<file path="src/rtl/i2c_hm_pkg.sv">
package i2c_hm_pkg;

    typedef enum logic [3:0] {
        ST_IDLE, ST_STA, ST_HOLD, ST_RS1, ST_RS2,
        ST_BLO, ST_BHI, ST_SP1, ST_SP2, ST_SP3
    } eng_state_t;

    typedef enum logic [1:0] {CMD_NONE, CMD_START, CMD_STOP, CMD_BYTE} eng_cmd_t;

    typedef struct packed {
        logic done_f;
        logic ack_en;
        logic req_start;
        logic req_stop;
        logic wcol;
        logic enable;
        logic rsvd;
        logic irq_en;
    } ctrl_t;

    localparam logic [1:0] RA_CTRL = 2'd0;
    localparam logic [1:0] RA_STAT = 2'd1;
    localparam logic [1:0] RA_RATE = 2'd2;
    localparam logic [1:0] RA_DATA = 2'd3;

    localparam logic [4:0] SC_START   = 5'(8'h08 >> 3);
    localparam logic [4:0] SC_RSTART  = 5'(8'h10 >> 3);
    localparam logic [4:0] SC_AW_ACK  = 5'(8'h18 >> 3);
    localparam logic [4:0] SC_AW_NACK = 5'(8'h20 >> 3);
    localparam logic [4:0] SC_DW_ACK  = 5'(8'h28 >> 3);
    localparam logic [4:0] SC_DW_NACK = 5'(8'h30 >> 3);
    localparam logic [4:0] SC_ARB     = 5'(8'h38 >> 3);
    localparam logic [4:0] SC_AR_ACK  = 5'(8'h40 >> 3);
    localparam logic [4:0] SC_AR_NACK = 5'(8'h48 >> 3);
    localparam logic [4:0] SC_DR_ACK  = 5'(8'h50 >> 3);
    localparam logic [4:0] SC_DR_NACK = 5'(8'h58 >> 3);
    localparam logic [4:0] SC_IDLE    = 5'(8'hF8 >> 3);

    function automatic logic [6:0] psc_mult(input logic [1:0] sel);
        case (sel)
            2'd0:    return 7'd1;
            2'd1:    return 7'd4;
            2'd2:    return 7'd16;
            default: return 7'd64;
        endcase
    endfunction

    function automatic logic [4:0] byte_code(input logic addr, input logic rd, input logic ack);
        if (addr)
            return rd ? (ack ? SC_AR_ACK : SC_AR_NACK) : (ack ? SC_AW_ACK : SC_AW_NACK);
        return rd ? (ack ? SC_DR_ACK : SC_DR_NACK) : (ack ? SC_DW_ACK : SC_DW_NACK);
    endfunction

    // 1 = master pulls SDA low for bit slot idx (8 is the acknowledge slot)
    function automatic logic bit_pull(input logic mtx, input logic [3:0] idx,
                                      input logic msb, input logic ack_en);
        if (idx == 4'd8) return !mtx && ack_en;
        return mtx && !msb;
    endfunction

endpackage

</file>
<file path="src/rtl/i2c_hm_timer.sv">
module i2c_hm_timer
    import i2c_hm_pkg::*;
#(
    parameter int DIV_W = 8
) (
    input  logic             clk,
    input  logic             rst,
    input  logic             run,
    input  logic             stall,
    input  logic [DIV_W-1:0] div,
    input  logic [1:0]       psc,
    output logic             tick
);
    localparam int CNT_W = DIV_W + 8;

    logic [CNT_W-1:0] cnt;
    logic [CNT_W-1:0] lim;

    // half SCL period = 8 + div * M cycles
    always_comb lim = CNT_W'(8) + CNT_W'(div) * CNT_W'(psc_mult(psc)) - CNT_W'(1);

    assign tick = run && !stall && (cnt == lim);

    always_ff @(posedge clk) begin
        if (rst || !run || tick)
            cnt <= '0;
        else if (!stall)
            cnt <= cnt + CNT_W'(1);
    end

    AST_TICK_GAP: assert property (@(posedge clk) disable iff (rst)
        tick |=> !tick);

endmodule

</file>
<file path="src/rtl/i2c_hm_fsm.sv">
module i2c_hm_fsm
    import i2c_hm_pkg::*;
(
    input  logic       clk,
    input  logic       rst,
    input  logic       tick,
    input  eng_cmd_t   cmd,
    input  logic [7:0] tx_byte,
    input  logic       ack_en,
    input  logic       sda_in,
    input  logic       scl_in,
    output logic       run,
    output logic       stall,
    output logic       scl_low,
    output logic       sda_low,
    output logic       done,
    output logic [4:0] code,
    output logic       rx_load,
    output logic [7:0] rx_byte,
    output logic       stop_done
);
    eng_state_t st;
    logic [3:0] idx;
    logic [7:0] sh;
    logic       is_addr, is_rd, rep;
    logic       scl_l, sda_l, sda_q;

    logic mtx, drives, lost;
    assign mtx    = is_addr || !is_rd;
    assign drives = (idx == 4'd8) ? !mtx : mtx;
    assign lost   = (st == ST_BHI) && tick && drives && !sda_l && !sda_in;

    assign run     = (st != ST_IDLE) && (st != ST_HOLD);
    assign stall   = !scl_l && !scl_in;
    assign scl_low = scl_l;
    assign sda_low = sda_q;

    always_ff @(posedge clk) begin
        if (rst) begin
            st <= ST_IDLE;  idx <= '0;  sh <= '0;
            is_addr <= 1'b0; is_rd <= 1'b0; rep <= 1'b0;
            scl_l <= 1'b0;  sda_l <= 1'b0; sda_q <= 1'b0;
            done <= 1'b0;   code <= SC_IDLE;
            rx_load <= 1'b0; rx_byte <= '0; stop_done <= 1'b0;
        end else begin
            done <= 1'b0; rx_load <= 1'b0; stop_done <= 1'b0;
            sda_q <= sda_l;  // SDA moves one cycle after SCL
            case (st)
                ST_IDLE: begin
                    if (cmd == CMD_START) begin
                        st <= ST_STA; sda_l <= 1'b1; rep <= 1'b0;
                    end else if (cmd == CMD_STOP) begin
                        stop_done <= 1'b1;
                    end
                end
                ST_HOLD: begin
                    case (cmd)
                        CMD_START: begin st <= ST_RS1; sda_l <= 1'b0; end
                        CMD_STOP:  begin st <= ST_SP1; sda_l <= 1'b1; end
                        CMD_BYTE: begin
                            st  <= ST_BLO;
                            idx <= '0;
                            sh  <= tx_byte;
                            if (is_addr) is_rd <= tx_byte[0];
                            sda_l <= bit_pull(mtx, 4'd0, tx_byte[7], ack_en);
                        end
                        default: ;
                    endcase
                end
                ST_RS1: if (tick) begin scl_l <= 1'b0; st <= ST_RS2; end
                ST_RS2: if (tick) begin sda_l <= 1'b1; rep <= 1'b1; st <= ST_STA; end
                ST_STA: if (tick) begin
                    scl_l <= 1'b1; st <= ST_HOLD; is_addr <= 1'b1;
                    done <= 1'b1; code <= rep ? SC_RSTART : SC_START;
                end
                ST_BLO: if (tick) begin scl_l <= 1'b0; st <= ST_BHI; end
                ST_BHI: if (tick) begin
                    if (lost) begin
                        scl_l <= 1'b0; sda_l <= 1'b0; st <= ST_IDLE;
                        is_addr <= 1'b0; done <= 1'b1; code <= SC_ARB;
                    end else if (idx == 4'd8) begin
                        scl_l <= 1'b1; sda_l <= 1'b0; st <= ST_HOLD;
                        done <= 1'b1; code <= byte_code(is_addr, is_rd, !sda_in);
                        is_addr <= 1'b0;
                        if (!mtx) begin rx_load <= 1'b1; rx_byte <= sh; end
                    end else begin
                        sh    <= {sh[6:0], sda_in};
                        idx   <= idx + 4'd1;
                        scl_l <= 1'b1;
                        st    <= ST_BLO;
                        sda_l <= bit_pull(mtx, idx + 4'd1, sh[6], ack_en);
                    end
                end
                ST_SP1: if (tick) begin scl_l <= 1'b0; st <= ST_SP2; end
                ST_SP2: if (tick) begin sda_l <= 1'b0; st <= ST_SP3; end
                ST_SP3: if (tick) begin
                    st <= ST_IDLE; is_addr <= 1'b0; stop_done <= 1'b1;
                end
                default: st <= ST_IDLE;
            endcase
        end
    end

    AST_SDA_STILL_SCL_HIGH: assert property (@(posedge clk) disable iff (rst)
        (st == ST_BHI && $past(st) == ST_BHI) |-> $stable(sda_q));

    AST_ARB_RELEASE: assert property (@(posedge clk) disable iff (rst)
        lost |=> (!scl_l && !sda_l && st == ST_IDLE));

endmodule

</file>
<file path="src/rtl/i2c_host_engine.sv">
module i2c_host_engine
    import i2c_hm_pkg::*;
#(
    parameter int DIV_W = 8
) (
    input  logic       clk,
    input  logic       rst,
    input  logic       reg_we,
    input  logic [1:0] reg_addr,
    input  logic [7:0] reg_wdata,
    output logic [7:0] reg_rdata,
    output logic       irq,
    input  logic       scl_in,
    input  logic       sda_in,
    output logic       scl_oe,
    output logic       sda_oe
);
    ctrl_t            cr;
    logic [4:0]       code5;
    logic [1:0]       psc;
    logic [DIV_W-1:0] rate;
    logic [7:0]       dreg;

    logic       run, stall, tick, eng_done, rx_load, stop_done;
    logic [4:0] eng_code;
    logic [7:0] rx_byte;
    eng_cmd_t   cmd;

    logic wr_ctrl, wr_stat, wr_rate, wr_data, launch;
    assign wr_ctrl = reg_we && (reg_addr == RA_CTRL);
    assign wr_stat = reg_we && (reg_addr == RA_STAT);
    assign wr_rate = reg_we && (reg_addr == RA_RATE);
    assign wr_data = reg_we && (reg_addr == RA_DATA);
    assign launch  = wr_ctrl && reg_wdata[7] && reg_wdata[2];

    always_comb begin
        if (!launch)          cmd = CMD_NONE;
        else if (reg_wdata[5]) cmd = CMD_START;
        else if (reg_wdata[4]) cmd = CMD_STOP;
        else                   cmd = CMD_BYTE;
    end

    i2c_hm_timer #(.DIV_W(DIV_W)) u_timer (
        .clk(clk), .rst(rst), .run(run), .stall(stall),
        .div(rate), .psc(psc), .tick(tick)
    );

    i2c_hm_fsm u_fsm (
        .clk(clk), .rst(rst), .tick(tick), .cmd(cmd), .tx_byte(dreg),
        .ack_en(cr.ack_en), .sda_in(sda_in), .scl_in(scl_in),
        .run(run), .stall(stall), .scl_low(scl_oe), .sda_low(sda_oe),
        .done(eng_done), .code(eng_code), .rx_load(rx_load),
        .rx_byte(rx_byte), .stop_done(stop_done)
    );

    always_ff @(posedge clk) begin
        if (rst) begin
            cr    <= '0;
            code5 <= SC_IDLE;
            psc   <= '0;
            rate  <= '0;
            dreg  <= '0;
        end else begin
            if (wr_ctrl) begin
                cr.ack_en    <= reg_wdata[6];
                cr.req_start <= reg_wdata[5];
                cr.req_stop  <= reg_wdata[4];
                cr.enable    <= reg_wdata[2];
                cr.irq_en    <= reg_wdata[0];
                if (reg_wdata[7]) cr.done_f <= 1'b0;
            end
            if (wr_stat) psc  <= reg_wdata[1:0];
            if (wr_rate) rate <= DIV_W'(reg_wdata);
            if (wr_data) begin
                if (cr.done_f) begin
                    dreg    <= reg_wdata;
                    cr.wcol <= 1'b0;
                end else begin
                    cr.wcol <= 1'b1;
                end
            end
            if (eng_done) begin
                cr.done_f <= 1'b1;
                code5     <= eng_code;
                if (rx_load) dreg <= rx_byte;
            end
            if (stop_done) begin
                cr.req_stop <= 1'b0;
                code5       <= SC_IDLE;
            end
        end
    end

    always_comb begin
        case (reg_addr)
            RA_CTRL: reg_rdata = {cr.done_f, cr.ack_en, cr.req_start, cr.req_stop,
                                  cr.wcol, cr.enable, 1'b0, cr.irq_en};
            RA_STAT: reg_rdata = {code5, 1'b0, psc};
            RA_RATE: reg_rdata = 8'(rate);
            default: reg_rdata = dreg;
        endcase
    end

    assign irq = cr.done_f && cr.irq_en && cr.enable;

    AST_WCOL_HOLDS_DATA: assert property (@(posedge clk) disable iff (rst)
        (wr_data && !cr.done_f && !eng_done) |=> $stable(dreg));

    AST_DONE_RAISES_FLAG: assert property (@(posedge clk) disable iff (rst)
        eng_done |=> cr.done_f);

    AST_LAUNCH_CLEARS_FLAG: assert property (@(posedge clk) disable iff (rst)
        (launch && !eng_done) |=> !cr.done_f);

    AST_STOP_SELF_CLEAR: assert property (@(posedge clk) disable iff (rst)
        stop_done |=> (!cr.req_stop && !cr.done_f));

endmodule

</file>
<file path="config.mk">
export PLATFORM = sky130hd
export DESIGN_NAME = i2c_host_engine
export DESIGN_NICKNAME = d
export VERILOG_FILES = /design/src/rtl/i2c_hm_pkg.sv /design/src/rtl/i2c_hm_timer.sv /design/src/rtl/i2c_hm_fsm.sv /design/src/rtl/i2c_host_engine.sv
export SDC_FILE = /design/constraint.sdc
export NUM_CORES = 1
export LEC_CHECK = 0
export BUFFER_PORTS_ARGS = -buffer_cell sky130_fd_sc_hd__buf_2
export CORE_ASPECT_RATIO = 0.5
export CORE_UTILIZATION = 60
export CTS_CLUSTER_DIAMETER = 100
export DETAILED_ROUTE_END_ITERATION = 8
export PLACE_DENSITY = 0.82
export SKIP_CTS_REPAIR_TIMING = 1
export SYNTH_ARGS = -nofsm -noshare
export SYNTH_HDL_FRONTEND = slang
export SYNTH_HIERARCHICAL = 1
export SYNTH_SLANG_ARGS = --single-unit
</file>
<file path="constraint.sdc">
create_clock -name clk -period 6 [get_ports clk]
set_clock_uncertainty 0.05 [all_clocks]
set_input_delay 0.9 -clock clk [delete_from_list [all_inputs] [get_ports clk]]
set_output_delay 0.9 -clock clk [all_outputs]
set_load 0.05 [all_outputs]
</file>
; Word level (Yosys, flattened, before mapping)
; Index checks and enable logic that the tools add are counted.
[totals]
reg_bits = 84
inputBits = 15
out_inout_bits = 11
elab_cells = 220
[op_classes]
addsub = 4
n_mul = 1
eq_ne = 36
muxes = 91
bitwise = 5
reduce_logical = 57
[op_table]
columns = cell, n
row1 = 8-bit 2-to-1 mux, 8
row2 = 4-bit 2-to-1 mux, 15
row3 = 1-bit 2-to-1 mux, 40
row4 = 5-bit 2-to-1 mux, 8
row5 = 4-bit case mux with 10 select lines, 1
row6 = 8-bit case mux with 3 select lines, 1
row7 = 2-bit by 1-bit inequality test with 1-bit output (second input constant), 11
row8 = 7-bit case mux with 3 select lines, 1
row9 = 1-bit logical AND, 19
row10 = 16-bit by 1-bit adder with 16-bit output (second input constant), 1
row11 = 4-bit by 15-bit adder with 16-bit output (first input constant), 1
row12 = 16-bit equality test, 1
row13 = 4-bit by 3-bit equality test with 1-bit output (second input constant), 4
row14 = 4-bit equality test (second input constant), 4
row15 = 8-bit case mux with 2 select lines, 1
row16 = 16-bit by 1-bit subtractor with 16-bit output (second input constant), 1
row17 = 8-bit by 7-bit multiplier with 15-bit output, 1
row18 = 5-bit AND reduction, 3
row19 = 4-bit case mux with 3 select lines, 1
row20 = 2-bit equality test (second input constant), 5
row21 = 1-bit zero test, 10
row22 = 5-bit case mux with 2 select lines, 1
row23 = 10-bit AND reduction, 1
row24 = 2-bit nonzero test, 5
row25 = other kinds (28), 50

; Depth between registers and ports, before layout
; Gate-level depths: netlist of the first run.
[logic_depth]
ltp_word = 20
depth_mapped = 24
ltp_nobuf = 21

; Hierarchy
; Netlist of the first run, hierarchy kept.
[by_module_without_submodules]
columns = module, n_inst, cells_per_inst, area_each_um2, seq_area_each_um2
row1 = i2c_hm_timer, 1, 306, 2499.9, 320.3
row2 = i2c_hm_fsm, 1, 251, 2175.8, 760.7
row3 = i2c_host_engine, 1, 143, 1451.4, 600.6

; Worst setup path after synthesis of the first run
; Ideal clock, no wire load.
[synth_path]
kind = flip-flop to flip-flop
start = register psc[1]
end = register u_fsm.sh[0]
setup_ns = 0.144
arrival_ns = 5.281
required_time_ns = 5.806
path_slack_ns = 0.526
stages_incl_launch_ff = 25
n_path_buf = 3
period_less_slack_ns = 5.474
path_cell_list = dfxtp_1 > nor2b_1 > and2_1 > ha_1 > inv_1 > fa_1 > fa_1 > inv_1 > ha_1 > ha_1 > clkbuf_1 > nand2_1 > a211o_1 > and3_1 > xnor2_1 > nand4_1 > or4_1 > nor3_1 > buf_4 > or3b_4 > o2111ai_2 > a21oi_2 > buf_6 > nor2_1 > a311oi_2
[synth_between]
elab_chain_cells = 13
elab_cells_between_ends = 16
cone_classes = add/sub (2) / mul (1) / eq/ne (5) / mux (1) / reduce/logical (7)
[synth_lines]
columns = item, line
row1 = "start, declared", i2c_host_engine.sv:20  ; logic [1:0] psc;
row2 = "start signal, assigned", i2c_host_engine.sv:72  ; if (wr_stat) psc <= reg_wdata[1:0];
row3 = 2-bit equality test (tied with other cells), i2c_hm_pkg.sv:40  ; case (sel)
row4 = 7-bit case mux with 3 select lines *, i2c_hm_pkg.sv:40
row5 = 8-bit by 7-bit multiplier with 15-bit output *, i2c_hm_timer.sv:20  ; always_comb lim = CNT_W'(8) + CNT_W'(div) * CNT_W'(psc_mult(psc)) - CNT_W'(1);
row6 = 4-bit by 15-bit adder with 16-bit output *, i2c_hm_timer.sv:20
row7 = 16-bit by 1-bit subtractor with 16-bit output *, i2c_hm_timer.sv:20
row8 = 16-bit equality test *, i2c_hm_timer.sv:22  ; assign tick = run && !stall && (cnt == lim);
row9 = 1-bit logical AND *, i2c_hm_timer.sv:22
row10 = net tick, i2c_host_engine.sv:24  ; logic run, stall, tick, eng_done, rx_load, stop_done;
row11 = 1-bit logical AND (4 in a row), i2c_hm_fsm.sv:31  ; assign lost = (st == ST_BHI) && tick && drives && !sda_l && !sda_in;
row12 = 2-bit inequality test (no source line), n/a
row13 = 5-bit AND reduction (no source line) *, n/a
row14 = "end signal, assigned", i2c_hm_fsm.sv:63  ; sh <= tx_byte;
row15 = "end signal, assigned", i2c_hm_fsm.sv:87  ; sh <= {sh[6:0], sda_in};
row16 = "end, declared", i2c_hm_fsm.sv:24  ; logic [7:0] sh;
; The timed path passes the listed nets; every way through them passes the cells marked *.
; A chain may end at the register's enable or synchronous reset.

; Worst setup path in the final report of the first run
[layout_path]
start = register psc[0]
end = register u_fsm.idx[2]
[layout_between]
elab_chain_cells = 13
elab_cells_between_ends = 16
cone_classes = add/sub (2) / mul (1) / eq/ne (5) / mux (1) / reduce/logical (7)
[layout_lines]
columns = item, line
row1 = 2-bit equality test (tied with other cells), i2c_hm_pkg.sv:40
row2 = 7-bit case mux with 3 select lines *, i2c_hm_pkg.sv:40
row3 = 8-bit by 7-bit multiplier with 15-bit output *, i2c_hm_timer.sv:20
row4 = 4-bit by 15-bit adder with 16-bit output *, i2c_hm_timer.sv:20
row5 = 16-bit by 1-bit subtractor with 16-bit output *, i2c_hm_timer.sv:20
row6 = 16-bit equality test *, i2c_hm_timer.sv:22
row7 = 1-bit logical AND *, i2c_hm_timer.sv:22
row8 = net tick, i2c_host_engine.sv:24
row9 = 1-bit logical AND (4 in a row), i2c_hm_fsm.sv:31
row10 = 2-bit inequality test (no source line), n/a
row11 = 5-bit AND reduction (no source line) *, n/a
row12 = "end signal, assigned", i2c_hm_fsm.sv:88  ; idx <= idx + 4'd1;
row13 = "end, declared", i2c_hm_fsm.sv:23  ; logic [3:0] idx;
; Marks and branches as above.

==> results of run 1 <==
-- synth_stat cells (4+ instances only) --
library cell	count
xnor2_1	23
xor2_1	12
a21oi_1	30
nor2b_1	7
o211ai_1	4
clkbuf_1	17
mux4_2	6
o21ai_0	10
fa_1	9
nor3_1	9
nand2_1	91
nand4_1	7
ha_1	56
nand2b_1	10
and3_1	14
buf_6	5
and2_1	16
a31oi_1	4
a21o_1	5
dfxtp_1	84
a311oi_2	18
mux2i_1	38
nand3_1	15
o21a_1	5
buf_4	10
buf_2	6
nor2_1	85
inv_1	33
nor3b_1	4
-- layer usage --
metal	global-route usage, %	vias up
met5	0	-
met4	7.68	0
met3	5.03	20
met2	49.1	134
met1	35.3	2489
li1	-	2493
-- area by class of cell --
cell class	count	area share, %
Multi-Input combinational cell	546	62.3
Sequential cell	84	25.1
Clock buffer	10	3.57
Inverter	33	1.85
Tap cell	135	2.52
Timing Repair Buffer	40	3.55
Clock inverter	6	1.06
-- cells in the final DEF (no fill, tap or decap), types with 5 or more instances in the layout --
| cell type | netlist | routed |
|---|---|---|
| a21o_1 | 5 | 5 |
| a21oi_1 | 30 | 29 |
| a311oi_2 | 18 | 18 |
| and2_1 | 16 | 16 |
| and3_1 | 14 | 14 |
| buf_2 | 6 | 25 |
| buf_4 | 10 | 15 |
| clkbuf_16 | 0 | 9 |
| dfxtp_1 | 84 | 83 |
| fa_1 | 9 | 9 |
| ha_1 | 56 | 56 |
| inv_1 | 33 | 33 |
| mux2i_1 | 38 | 38 |
| mux4_2 | 6 | 6 |
| nand2_1 | 91 | 91 |
| nand2b_1 | 10 | 10 |
| nand3_1 | 15 | 15 |
| nand4_1 | 7 | 7 |
| nor2_1 | 85 | 85 |
| nor2b_1 | 7 | 5 |
| nor3_1 | 9 | 8 |
| o21a_1 | 5 | 5 |
| o21ai_0 | 10 | 9 |
| xnor2_1 | 23 | 23 |
| xor2_1 | 12 | 12 |
-- cell families (layout without fill, tap and decap cells) --
logic type                 Yosys count  after routing  synth area share, %
xor gates and xnor gates            35             35                 5.00
and+or+nand+nor                    286            286                 23.3
muxes                               46             46                 8.78
DFF                                 84             84                 27.4
AOI/OAI and AO/OA                  113            114                 15.4
buffers and inverters               71             89                 5.70
adders and majority gates           65             65                 14.4
-- sequential cells by signal, summed over array words and instances (netlist names) --
signal,cells
psc,2
u_fsm/is_rd,1
u_fsm/is_addr,1
u_fsm/rx_byte,8
u_fsm/sda_low,1
u_fsm/sh,8
u_fsm/st,4
u_fsm/idx,4
code5,5
u_timer/cnt,16
dreg,8
cr,7
u_fsm/rep,1
u_fsm/scl_low,1
u_fsm/sda_l,1
rate,8
u_fsm/rx_load,1
u_fsm/code,5
u_fsm/stop_done,1
u_fsm/done,1
-- power by group through the flow --
stage,Combinational [mW],Sequential [mW],Clock (mW)
3_3_place_gp,0.127,0.596,0
2_1_floorplan,0.103,0.590,0
4_1_cts,0.132,0.583,0.581
3_5_place_dp,0.131,0.596,0
6_report,0.137,0.585,0.576
5_1_grt,0.148,0.587,0.606
-- worst min-delay path by stage --
stage	to	start	depth (start not counted)	slack, ns
floorplan	cr[4]$_SDFFE_PP0P_	u_fsm/stop_done$_SDFF_PP0_	1	0.36
global placement	u_fsm/code[4]$_SDFFE_PP1P_	u_fsm/code[4]$_SDFFE_PP1P_	1	0.39
detailed placement	cr[4]$_SDFFE_PP0P_	u_fsm/stop_done$_SDFF_PP0_	1	0.39
CTS	cr[4]$_SDFFE_PP0P_	u_fsm/stop_done$_SDFF_PP0_	1	0.41
global route	cr[4]$_SDFFE_PP0P_	u_fsm/stop_done$_SDFF_PP0_	1	0.42
finish	cr[4]$_SDFFE_PP0P_	u_fsm/stop_done$_SDFF_PP0_	1	0.41
-- through the flow --
stage                     hold slack, ns  setup TNS, ns  cell area [sq um]  setup slack (ns)
after floorplan                    0.363              0               6130             0.526
after global placement             0.386          -1.47               6280            -0.152
after detailed placement           0.394          -4.83               6280            -0.390
after CTS                          0.406          -5.44               6590            -0.420
after global routing               0.423         -0.532               6700           -0.0672
final                              0.414              0               6700             0.166
==> results.yml, run 1 <==
power:
  power_density_mw_per_mm2: 194
  clockPowerShare_pct: 44.4
  intPower_uw: 955
  p_switching_uw: 343
  combPwrFrac_pct: 10.6
  p_total_mw: 1.30
  switching_share_pct: 26.5
  worst_ir_drop_vdd_v: 0.000155
  power_frac_seq_pct: 45.1
  p_leak_nw: 2.86
critical_path:
  required_ns: 6.20
  start_kind: "flip-flop"
  end_kind: "flip-flop"
  cp.buffers_inverters: 4
  r2r_end: "u_fsm/idx[2]$_SDFFE_PP0P_"
  reg2regPathDepth: 21
  cpLargestDelayFamily: "simple AND/OR/NAND/NOR gates"
  worstReg2RegStart: "psc[0]$_SDFFE_PP0P_"
  cpMaxStageDelayCell: "or4_1"
  path_max_fanout: 12
  arrival_ns: 6.03
  path_class: "reg2reg"
  max_stage_delay_ns: 0.58
  cp-startpoint: "psc[0]$_SDFFE_PP0P_"
  cp-endpoint: "u_fsm/idx[2]$_SDFFE_PP0P_"
  path_cells: "buf_4 -> and3_1 -> ha_1 -> ha_1 -> inv_1 -> fa_1 -> inv_1 -> ha_1 -> ha_1 -> xor2_1 -> o21a_1 -> nor4_4 -> and3b_1 -> nand4_1 -> or4_1 -> nor3_4 -> buf_4 -> or3b_4 -> o2111ai_2 -> a21oi_4 -> a311oi_2"
  cpMostUsedCell: "ha_1"
  r2r_slack_ns: 0.17
  cp_num_cells: 21
layout:
  nets: 794
  final-seq-area_sq_mm: 0.00168
  stdcell_count: 854
  multi_input_area_sq_mm: 0.00418
  n_fill_cell: 713
  syn2layout_area_growth_pct: 9.33
  postLayoutCoreUtil_pct: 69.3
  drive_gt1_share_pct: 14.7
  diodes: 0
global_route:
  grt_max_degree: 69
  antenna_found_initial: 0
  grt_util_all_layers_pct: 27.7
  grt_pass1_vias: 4789
  grt_pass1_wl_microns: 23400
  grt_overflow: 0
synth:
  synth_area_leader_cell: "dfxtp_1"
  synth-seq-area-share_pct: 27.4
  synth.distinct_cells: 79
  ys_ff_latch: 84
  avgSynthCellArea_sq_um: 8.75
  synthArstFlopShare_pct: 0
  yosysWarnings: 6
  ys_dominant_reg_cell: "dfxtp_1"
  syn_area_sq_mm: 0.00613
  netlist.area_leader.share_pct: 27.4
  syn-num-nets: 780
  netlist_instances: 700
  synth_area_leaders: "dfxtp_1 (27%), ha_1 (11%), mux2i_1 (6.2%)"
  synth_edf_count: 0
timing:
  clock.fmax_ghz: 0.171
  final_hold_viol_count: 0
  tightest_slew_ns: 1.10
  report.final.setup_viol: 0
  max_slew_margin_pct: 26.5
  timing.final.crit_share_pct: 97.2
  period_needed_ns: 5.83
  report.final.slew_viol_count: 0
drt:
  ant_nets: 0
  wl_per_cell_microns: 17.1
  routed_via_density: 6.01
  routed-wl-met2_microns: 7130
  vias: 5136
  wl_microns: 14600
  drt_iter0_drc: 424
  wl_met1_microns: 6620
  highest_layer: "met4"
  drc_errors: 0
  drtPass1Iterations: 5
  wl_met3_microns: 646
floorplanning:
  pin_count: 26
  row_count: 25
  die_y_microns: 73.5
  initial_utilization_pct: 63.4
  die_w_microns: 145
  core_area_sq_mm: 0.00967
  die-area_sq_mm: 0.0106
cts:
  root_buffer: "clkbuf_16"
  cts.sinks: 84
  cts_tree: "yes"
  clock_latency_ns: 0.34
  numCtsBuffers: 9
  clk_pin_slew_ns: 0.07
  clockBufferDepth: 2
  h-tree-depth: 3
placement:
  dpl.cell_count: 832
  gp_congestion: 0.950
  numPortBuffers: 25
  hpwl_microns: 10200
hold_path:
  hold_class: "reg2reg"
run:
  drv_cap: 0
run_status:
  status: "complete, no violations"
Note: power is estimated with default switching activity, not from simulation.
==> run 2, diff against run 1 <==
- CORE_UTILIZATION: 60 -> 63
- PLACE_DENSITY: 0.82 -> 0.85
- REMOVE_ABC_BUFFERS: not set -> 1
==> run 2 against run 1 <==
  * Non-clock buffer count shrank 2
  * Register-to-register slack gained 0.03 ns
  * Hold slack lost 0.011 ns
  * Maximum frequency grew 0.50%
  * Core utilization grew 1.5 points
  * Sequential share of layout area is essentially flat
  * Combinational power is essentially flat
  * Power grew 0.67%
  * Clock-buffer cell count shrank 1
  * Sequential cell count is the same
  * Largest power group is now the clock network
==> results.yml, run 2 (synthesized netlist as in run 1, its figures left out) <==
layout:
  syn2layout_area_growth_pct: 9.23
  nets: 792
  regMostFlops: "u_timer/cnt"
  final_common_cell: "nand2_1"
  postLayoutCoreUtil_pct: 70.8
  largest_reg_flops: 16
  drive_gt1_share_pct: 14.5
  layout_common_cells: "nand2_1 (91), nor2_1 (85), dfxtp_1 (84)"
  diodes: 0
cts:
  clock_latency_ns: 0.35
  root_buffer: "clkbuf_16"
  clockBufferDepth: 2
  h-tree-depth: 3
  numCtsBuffers: 9
  cts.sinks: 84
  cts_tree: "yes"
  clk_pin_slew_ns: 0.07
critical_path:
  path_max_fanout: 7
  end_kind: "flip-flop"
  r2r_slack_ns: 0.20
  start_kind: "flip-flop"
  path_class: "reg2reg"
  required_ns: 6.15
  worstReg2RegStart: "psc[1]$_SDFFE_PP0P_"
  cp-endpoint: "u_fsm/st[2]$_SDFFE_PP0P_"
  arrival_ns: 5.96
  reg2regPathDepth: 23
  cp-startpoint: "psc[1]$_SDFFE_PP0P_"
  r2r_end: "u_fsm/st[2]$_SDFFE_PP0P_"
timing:
  whs_ns: 0.403
  layout_setup_ws_ns: 0.195
  report.final.setup_viol: 0
  max_slew_margin_pct: 25.1
  clock.fmax_ghz: 0.172
  setup_tns_ns: 0
  final_hold_viol_count: 0
  report.final.slew_viol_count: 0
  tightest_slew_ns: 1.12
  period_needed_ns: 5.80
  timing.final.crit_share_pct: 96.7
drt:
  drc_errors: 0
  drt_iter0_drc: 433
  drtPass1Iterations: 5
  routed-wl-met2_microns: 6810
  highest_layer: "met4"
  vias: 5255
  routed_via_density: 6.17
  wl_met3_microns: 812
  wl_per_cell_microns: 17.0
  wl_met1_microns: 6590
  ant_nets: 0
  wl_microns: 14500
global_route:
  grt_pass1_wl_microns: 23100
  grt_max_degree: 69
  grt_pass1_vias: 4854
  grt_overflow: 0
  antenna_found_initial: 0
  grt_util_all_layers_pct: 28.7
run:
  drv_cap: 0
floorplanning:
  initial_utilization_pct: 64.9
  core_area_sq_mm: 0.00945
  die-area_sq_mm: 0.0101
  die_y_microns: 71.7
  pin_count: 26
  row_count: 25
  die_w_microns: 141
hold_path:
  holdCritStartpoint: "u_fsm/code[4]$_SDFFE_PP1P_"
  hold_depth: 1
  hold_class: "reg2reg"
placement:
  hpwl_microns: 9870
  gp_congestion: 0.901
  dp_slack_ns: -0.0668
  numPortBuffers: 25
run_status:
  status: "complete, no violations"
power:
  worst_ir_drop_vdd_v: 0.000158
  power_density_mw_per_mm2: 195
  p_leak_nw: 2.83
==> run 2: cell count changes in the layout (fill, tap and decap cells not counted), sizes merged <==
cell / change
inv: +3
buf: -2
clkinv: -2
clkbuf: -1
==> run 2: layout make-up <==
class,count,area (sq um)
Clock buffer,9,225
Multi-Input combinational cell,546,4180
Sequential cell,84,1680
Clock inverter,7,88.8
Inverter,33,124
Timing Repair Buffer,38,226
Fill cell,692,2750
Tap cell,135,169
==> run 2: stage by stage <==
step	power, mW	instances	instance area (sq um)
after floorplan	0.677	662	5900
after global placement	0.720	832	6280
after detailed placement	0.724	832	6280
after CTS	1.31	848	6600
after global routing	1.35	852	6690
final	1.31	852	6690
==> run 2: worst min path at each step <==
stage	to	slack [ns]
after CTS	u_fsm/code[4]$_SDFFE_PP1P_	0.41
after detailed placement	u_fsm/code[4]$_SDFFE_PP1P_	0.39
after floorplan	cr[4]$_SDFFE_PP0P_	0.36
after global routing	cr[4]$_SDFFE_PP0P_	0.43
after global placement	u_fsm/code[4]$_SDFFE_PP1P_	0.39
final	u_fsm/code[4]$_SDFFE_PP1P_	0.40
==> run 2: power by group <==
group | switching (mW) | internal, mW | leakage [nW]
combinational | 0.0860 | 0.0490 | 2.00
clock | 0.253 | 0.334 | 0.152
sequential | 0.0181 | 0.566 | 0.678
total | 0.357 | 0.950 | 2.83
==> run 2: layer usage <==
metal / global-route usage (%) / up-vias
met2: 47.7 / 181
met4: 8.84 / 0
met3: 4.81 / 28
met1: 38.5 / 2558
met5: 0 / -
li1: - / 2488
==> run 2: critical path, stage by stage, from the launching register on <==
cell and delay (ns):
dfxtp_1 0.36, nor2b_2 0.18, and2_1 0.16, ha_1 0.27, inv_1 0.05, fa_1 0.50
fa_1 0.55, inv_1 0.04, ha_1 0.18, ha_1 0.42, nand2_1 0.11, a211o_1 0.27
and3_1 0.17, xnor2_1 0.18, nand4_1 0.11, or4_1 0.55, nor3_2 0.19, buf_4 0.19
or3b_4 0.42, o211ai_1 0.23, buf_4 0.17, o21ai_0 0.08, mux2i_1 0.18, nor2_1 0.06
